==> src/rtl/pgw_pkg.sv <==
package pgw_pkg;
  typedef enum logic [1:0] {
    ST_IDLE = 2'd0,
    ST_DIR  = 2'd1,
    ST_TBL  = 2'd2
  } walk_state_e;
endpackage

==> src/rtl/pgw_entry_dec.sv <==
module pgw_entry_dec #(
  parameter int ADDR_W    = 32,
  parameter int OFF_W     = 12,
  parameter int P_BIT     = 0,
  parameter int L_BIT     = 7
) (
  input  logic [ADDR_W-1:0]       entry,
  input  logic                    large_en,
  input  logic                    at_dir,
  output logic                    present,
  output logic                    is_large,
  output logic [ADDR_W-OFF_W-1:0] frame
);
  logic unused_flag_bits;

  assign present  = entry[P_BIT];
  assign is_large = at_dir & large_en & entry[L_BIT];
  assign frame    = entry[ADDR_W-1:OFF_W];
  assign unused_flag_bits = ^entry[OFF_W-1:0];
endmodule

==> src/rtl/pgw_addr_gen.sv <==
module pgw_addr_gen #(
  parameter int ADDR_W = 32,
  parameter int IDX_W  = 10,
  parameter int OFF_W  = 12,
  parameter int ENT_LG = 2,
  localparam int FRAME_W  = ADDR_W - OFF_W,
  localparam int LG_OFF_W = OFF_W + IDX_W
) (
  input  logic [ADDR_W-1:0]   dir_base,
  input  logic [IDX_W-1:0]    dir_idx,
  input  logic [LG_OFF_W-1:0] walk_la,
  input  logic [FRAME_W-1:0]  frame,
  output logic [ADDR_W-1:0]   dir_addr,
  output logic [ADDR_W-1:0]   tbl_addr,
  output logic [ADDR_W-1:0]   pa_small,
  output logic [ADDR_W-1:0]   pa_large
);
  logic unused_base_low;

  assign dir_addr = {dir_base[ADDR_W-1:OFF_W], dir_idx, {ENT_LG{1'b0}}};
  assign tbl_addr = {frame, walk_la[LG_OFF_W-1:OFF_W], {ENT_LG{1'b0}}};
  assign pa_small = {frame, walk_la[OFF_W-1:0]};
  assign pa_large = {frame[FRAME_W-1:IDX_W], walk_la};
  assign unused_base_low = ^dir_base[OFF_W-1:0];
endmodule

==> src/rtl/pgw_walker.sv <==
module pgw_walker
  import pgw_pkg::*;
#(
  parameter int ADDR_W = 32,
  parameter int IDX_W  = 10,
  parameter int ENT_LG = 2,
  parameter int P_BIT  = 0,
  parameter int L_BIT  = 7,
  localparam int OFF_W    = IDX_W + ENT_LG,
  localparam int LG_OFF_W = OFF_W + IDX_W,
  localparam int FRAME_W  = ADDR_W - OFF_W
) (
  input  logic              clk,
  input  logic              rst_n,
  input  logic              req_valid,
  input  logic [ADDR_W-1:0] req_laddr,
  input  logic [ADDR_W-1:0] cfg_dir_base,
  input  logic              cfg_large_en,
  output logic              busy,
  output logic              mem_req,
  output logic [ADDR_W-1:0] mem_addr,
  input  logic              mem_ack,
  input  logic [ADDR_W-1:0] mem_rdata,
  output logic              res_valid,
  output logic              res_fault,
  output logic              res_fault_lvl,
  output logic              res_large,
  output logic [ADDR_W-1:0] res_paddr
);
  walk_state_e state_q, state_d;
  logic [ADDR_W-1:0]   addr_q, addr_d;
  logic [LG_OFF_W-1:0] la_q;
  logic                lg_q;
  logic                ld_req, ld_res;
  logic                rv_q, rv_d;
  logic                rf_d, rl_d, rlg_d;
  logic [ADDR_W-1:0]   rpa_d;
  logic                rf_q, rl_q, rlg_q;
  logic [ADDR_W-1:0]   rpa_q;

  logic                ent_present, ent_large;
  logic [FRAME_W-1:0]  ent_frame;
  logic [ADDR_W-1:0]   dir_addr, tbl_addr, pa_small, pa_large;

  pgw_entry_dec #(
    .ADDR_W (ADDR_W), .OFF_W (OFF_W), .P_BIT (P_BIT), .L_BIT (L_BIT)
  ) u_dec (
    .entry    (mem_rdata),
    .large_en (lg_q),
    .at_dir   (state_q == ST_DIR),
    .present  (ent_present),
    .is_large (ent_large),
    .frame    (ent_frame)
  );

  pgw_addr_gen #(
    .ADDR_W (ADDR_W), .IDX_W (IDX_W), .OFF_W (OFF_W), .ENT_LG (ENT_LG)
  ) u_agen (
    .dir_base (cfg_dir_base),
    .dir_idx  (req_laddr[ADDR_W-1:LG_OFF_W]),
    .walk_la  (la_q),
    .frame    (ent_frame),
    .dir_addr (dir_addr),
    .tbl_addr (tbl_addr),
    .pa_small (pa_small),
    .pa_large (pa_large)
  );

  // next-state process
  always_comb begin
    state_d = state_q;
    addr_d  = addr_q;
    ld_req  = 1'b0;
    ld_res  = 1'b0;
    rv_d    = 1'b0;
    rf_d    = 1'b0;
    rl_d    = 1'b0;
    rlg_d   = 1'b0;
    rpa_d   = '0;
    unique case (state_q)
      ST_IDLE: begin
        if (req_valid) begin
          state_d = ST_DIR;
          addr_d  = dir_addr;
          ld_req  = 1'b1;
        end
      end
      ST_DIR: begin
        if (mem_ack) begin
          if (!ent_present) begin
            state_d = ST_IDLE;
            ld_res  = 1'b1;
            rv_d    = 1'b1;
            rf_d    = 1'b1;
          end else if (ent_large) begin
            state_d = ST_IDLE;
            ld_res  = 1'b1;
            rv_d    = 1'b1;
            rlg_d   = 1'b1;
            rpa_d   = pa_large;
          end else begin
            state_d = ST_TBL;
            addr_d  = tbl_addr;
          end
        end
      end
      ST_TBL: begin
        if (mem_ack) begin
          state_d = ST_IDLE;
          ld_res  = 1'b1;
          rv_d    = 1'b1;
          rl_d    = 1'b1;
          if (!ent_present) rf_d  = 1'b1;
          else              rpa_d = pa_small;
        end
      end
      default: state_d = ST_IDLE;
    endcase
  end

  // control registers
  always_ff @(posedge clk or negedge rst_n) begin
    if (!rst_n) begin
      state_q <= ST_IDLE;
      rv_q    <= 1'b0;
    end else begin
      state_q <= state_d;
      rv_q    <= rv_d;
    end
  end

  // datapath registers with explicit enables
  always_ff @(posedge clk) begin
    if (ld_req) begin
      la_q <= req_laddr[LG_OFF_W-1:0];
      lg_q <= cfg_large_en;
    end
    if (ld_req || (state_q == ST_DIR && mem_ack))
      addr_q <= addr_d;
    if (ld_res) begin
      rf_q  <= rf_d;
      rl_q  <= rl_d;
      rlg_q <= rlg_d;
      rpa_q <= rpa_d;
    end
  end

  assign busy          = (state_q != ST_IDLE);
  assign mem_req       = (state_q == ST_DIR) || (state_q == ST_TBL);
  assign mem_addr      = addr_q;
  assign res_valid     = rv_q;
  assign res_fault     = rf_q;
  assign res_fault_lvl = rl_q;
  assign res_large     = rlg_q;
  assign res_paddr     = rpa_q;

  // a pending read holds its address until acknowledged
  a_r10_hold_req: assert property (@(posedge clk) disable iff (!rst_n)
    mem_req && !mem_ack |=> mem_req && $stable(mem_addr));

  // a walk only begins after a request
  a_r2_busy_start: assert property (@(posedge clk) disable iff (!rst_n)
    $rose(busy) |-> $past(req_valid));

  // result follows an acknowledge of a walk in progress
  a_r11_after_ack: assert property (@(posedge clk) disable iff (!rst_n)
    res_valid |-> $past(mem_ack) && $past(busy));

  // result is a single-cycle pulse
  a_r11_pulse: assert property (@(posedge clk) disable iff (!rst_n)
    res_valid |=> !res_valid);

  // result is reported once the walker is idle again
  a_r2_idle_on_result: assert property (@(posedge clk) disable iff (!rst_n)
    res_valid |-> !busy);

  // faults report a zero address
  a_r4_fault_zero: assert property (@(posedge clk) disable iff (!rst_n)
    res_valid && res_fault |-> res_paddr == '0);

  // large pages never report a fault
  a_r7_large_ok: assert property (@(posedge clk) disable iff (!rst_n)
    res_valid && res_large |-> !res_fault);
endmodule

==> config.mk <==
export PLATFORM = sky130hd
export DESIGN_NAME = pgw_walker
export DESIGN_NICKNAME = d
export VERILOG_FILES = /design/src/rtl/pgw_pkg.sv /design/src/rtl/pgw_entry_dec.sv /design/src/rtl/pgw_addr_gen.sv /design/src/rtl/pgw_walker.sv
export SDC_FILE = /design/constraint.sdc
export NUM_CORES = 1
export LEC_CHECK = 0
export BUFFER_PORTS_ARGS = -buffer_cell sky130_fd_sc_hd__buf_4
export CORE_MARGIN = 5
export CORE_UTILIZATION = 54
export DETAILED_ROUTE_END_ITERATION = 8
export GPL_ROUTABILITY_DRIVEN = 1
export PLACE_DENSITY_LB_ADDON = 0.25
export SKIP_LAST_GASP = 1
export SLEW_MARGIN = 10
export SYNTH_ARGS = -nofsm -noshare
export SYNTH_HDL_FRONTEND = slang
export SYNTH_HIERARCHICAL = 1
export SYNTH_SLANG_ARGS = --single-unit
==> constraint.sdc <==
create_clock -name clk -period 7.83 [get_ports clk]
set_clock_uncertainty 0.15 [all_clocks]
set_input_delay 0.3915 -clock clk [delete_from_list [all_inputs] [get_ports clk]]
set_output_delay 0.3915 -clock clk [all_outputs]
set_load 0.005 [all_outputs]
==> metrics.md <==
| Metric | Value |
|---|---|
| Port-buffer cells | 148 |
| Run status | finished clean |
| Library cell with the highest instance count after synthesis | buf_4 |
| Worst path slowest cell | ha_2 |
| Root buf cell | clkbuf_8 |
| Hold_sp | req_laddr[17] |
| Area delta synth->final | 5.41% |
| Tot Pwr | 1.51 mW |
| # Max-Cap Violations | 0 |
| CTS tree | yes |
| Post-route ant nets | 0 |
| Routability cong. | 0.717 |
| Placed wire-length estimate | 5770 um |
| Sw Share | 28.9% |
| Maximum vdd drop | 0.206 mV |
| Yosys warns | 6 |
| Crit end category | flop |
| Slew Limit Fails | 0 |
| DIE AREA | 10,900 um2 |
| IO Pins | 171 |
| Bufs and invs on worst path | 1 |
| Cts bufs inserted | 9 |
| Total wire length | 8400 um |
| Antenna diodes | 0 |
| Chip height | 104 um |
| Worst Max-Slew Pin Slew | 1.14 ns |
| Critical path's largest stage delay | 0.87 ns |
| Asr flop ratio synth | 3.23% |
| Mapped cell area | 4810 um2 |
| H-tree level count | 3 |
| Number of synthesized register bits | 93 |
| Seq/Total Area, Yosys | 57.8% |
| R2R setup slack | 4.53 ns |
| DR pass1 iterations | 4 |
| Worst path cell trace | inv_1 > ha_2 > and3_1 > nand2b_1 > a21oi_1 > nor2_4 |
| Clock tree buffer depth | 2 |
| Arr. time, crit path | 3.11 ns |
| Final Hold Fails | 0 |
| Final Net Count | 454 |
| Synth cell types | 24 |
| WP data required | 7.64 ns |
| R2R Path End | res_paddr[30] |
| Hold path cells | 1 |
| Largest net degree at the start of global routing | 39 |
| Leakage power | 2.07 nW |
| Core ar. | 8720 um2 |
| Clock power share | 18.5% |
| Ys flop type | edfxtp_1 |
| Period utilisation layout | 42.1% |
| Fin crit period | 3.30 ns |
| Synth top area cells | edfxtp_1 (56%), buf_4 (23%), mux2_2 (7.5%) |
| Vias | 2,256 |
| Startpoint types | flop |
| Post-synth EDFFs | 90 |
| WL/cell | 18.2 um |
| Rows | 34 |
| Synthesized area per cell | 13.9 um2 |
| Fraction of layout cells with a size suffix above 1 | 56.8% |
| Crit path max-delay family | simple AND/OR/NAND/NOR gates |
| Synth top area share | 56.2% |
| Gate power share | 31.1% |
| Clock tree sinks | 93 |
| Initial antenna violation count | 0 |
| Starting Density | 55.2% |
| Achievable Freq | 303 MHz |
| Dominant cell type by area after synthesis | edfxtp_1 |
| RSZ-0062 raised after global routing | false |
| Slew headroom | 23.7% |
| Worst hold path class | in -> reg |
| Post-synth top cells | buf_4 (149), edfxtp_1 (90), a22o_1 (32), mux2_2 (32), buf_2 (6) |
| Placed instance count | 446 |
| Worst-Skew Late Latency | 0.34 ns |
| Mapped Cells | 346 |
| Grt ovf | 0 |
| GRT Resource Usage Total | 15.3% |
| Remaining DRCs | 0 |
| Critical path class | reg -> reg |
| Iter 0 DRT Violations | 105 |
| Final setup violation count | 0 |
| Vias in the first global route | 2,352 |
| Clock transition at path regs | 0.09 ns |
| Pwr Density | 298 nW/um2 |
| Setup TNS | 0 ns |
| CP Max Fanout | 38 |
| Reg-to-reg startpoint | state_q[1] |
| First-pass GRT wire length | 12,800 um |
| Internal | 1.07 mW |
| Hold endpoint | la_q[17] |
| Post-CTS setup buffers | 0 |
| PostCTS Resize Cnt | 0 |
| Seq pwr share | 50.4% |
| Reg2reg path depth | 6 |
| Die W | 104 um |
| DR vias/cell | 4.88 |
| Non-Filler Instances | 462 |
| Psw | 0.437 mW |
[per-stage QoR]
| stage | utilization [%] | hold slack [ns] | instance area (um2) | setup WS, ns |
|---|---|---|---|---|
| global placement | 56.1 | 0.0316 | 4890 | 4.52 |
| detailed placement | 56.1 | 0.0382 | 4890 | 4.50 |
| CTS | 58.1 | 0.0425 | 5070 | 4.47 |
| global route | 58.1 | 0.0287 | 5070 | 4.28 |
| floorplan | - | -0.0541 | 4820 | 4.60 |
| finish | 58.1 | 0.0635 | 5070 | 4.53 |
[sequential cells by signal (all words and copies together), names as in the netlist]
| signal | count |
|---|---|
| la_q | 22 |
| lg_q | 1 |
| mem_addr | 32 |
| res_fault | 1 |
| res_fault_lvl | 1 |
| res_large | 1 |
| res_paddr | 32 |
| res_valid | 1 |
| state_q | 2 |
[kinds of logic after synthesis]
kind of cell               Yosys count  synth area share, %
DFF                                 93                 57.8
and+or+nand+nor                     14                 1.87
other                                1               0.0780
adders and majority gates            3                0.781
AOI/OAI and AO/OA                   39                 6.66
muxes                               32                 7.49
buffers and inverters              164                 25.4
[layer usage]
metal / vias to the layer above / GRT usage [%] / wire length, um
li1: 1093 / - / -
met1: 1066 / 18.8 / 3410
met2: 91 / 25.4 / 4280
met3: 6 / 5.34 / 622
met4: 0 / 4.26 / 89
met5: - / 0 / 0
[power by group through the flow]
stage               logic, mW  clock network [mW]  registers, mW
finish                  0.470               0.280          0.763
global route            0.508               0.316          0.775
CTS                     0.481               0.288          0.765
detailed placement      0.478                   0          0.776
global placement        0.471                   0          0.771
floorplan               0.306                   0          0.787
[cells in the final DEF (no fill, tap or decap), drive strengths merged, types with 3 or more instances in the layout]
cell      n
a21oi     4
a22o     32
and2      3
buf     150
clkbuf   10
conb      4
dfrtp     3
edfxtp   90
ha        3
inv       4
mux2     32
nand2b    3
nor2      3
[worst max path at each step]
stage	start	endpoint	slack [ns]	cells past startpoint
floorplan	state_q[1]	mem_addr[0]	4.60	6
global placement	state_q[1]	res_paddr[22]	4.52	6
detailed placement	state_q[1]	res_paddr[21]	4.50	6
CTS	state_q[1]	res_paddr[30]	4.47	6
global route	state_q[1]	res_paddr[28]	4.28	6
finish	state_q[1]	res_paddr[30]	4.53	6
[timing repair]
item	CTS	global route
setup endpoints to repair	0	0
hold buffers	1	0
endpoints found under the hold margin	3	0
[cell type report]
| type | count | area, um2 |
|---|---|---|
| Multi-Input combinational cell | 92 | 845 |
| Fill cell | 693 | 3650 |
| Tap cell | 108 | 135 |
| Clock inverter | 5 | 37.5 |
| Inverter | 3 | 11.3 |
| Timing Repair Buffer | 151 | 1140 |
| Clock buffer | 10 | 128 |
| Sequential cell | 93 | 2780 |
No activity file was read; power rests on OpenSTA's default activity.
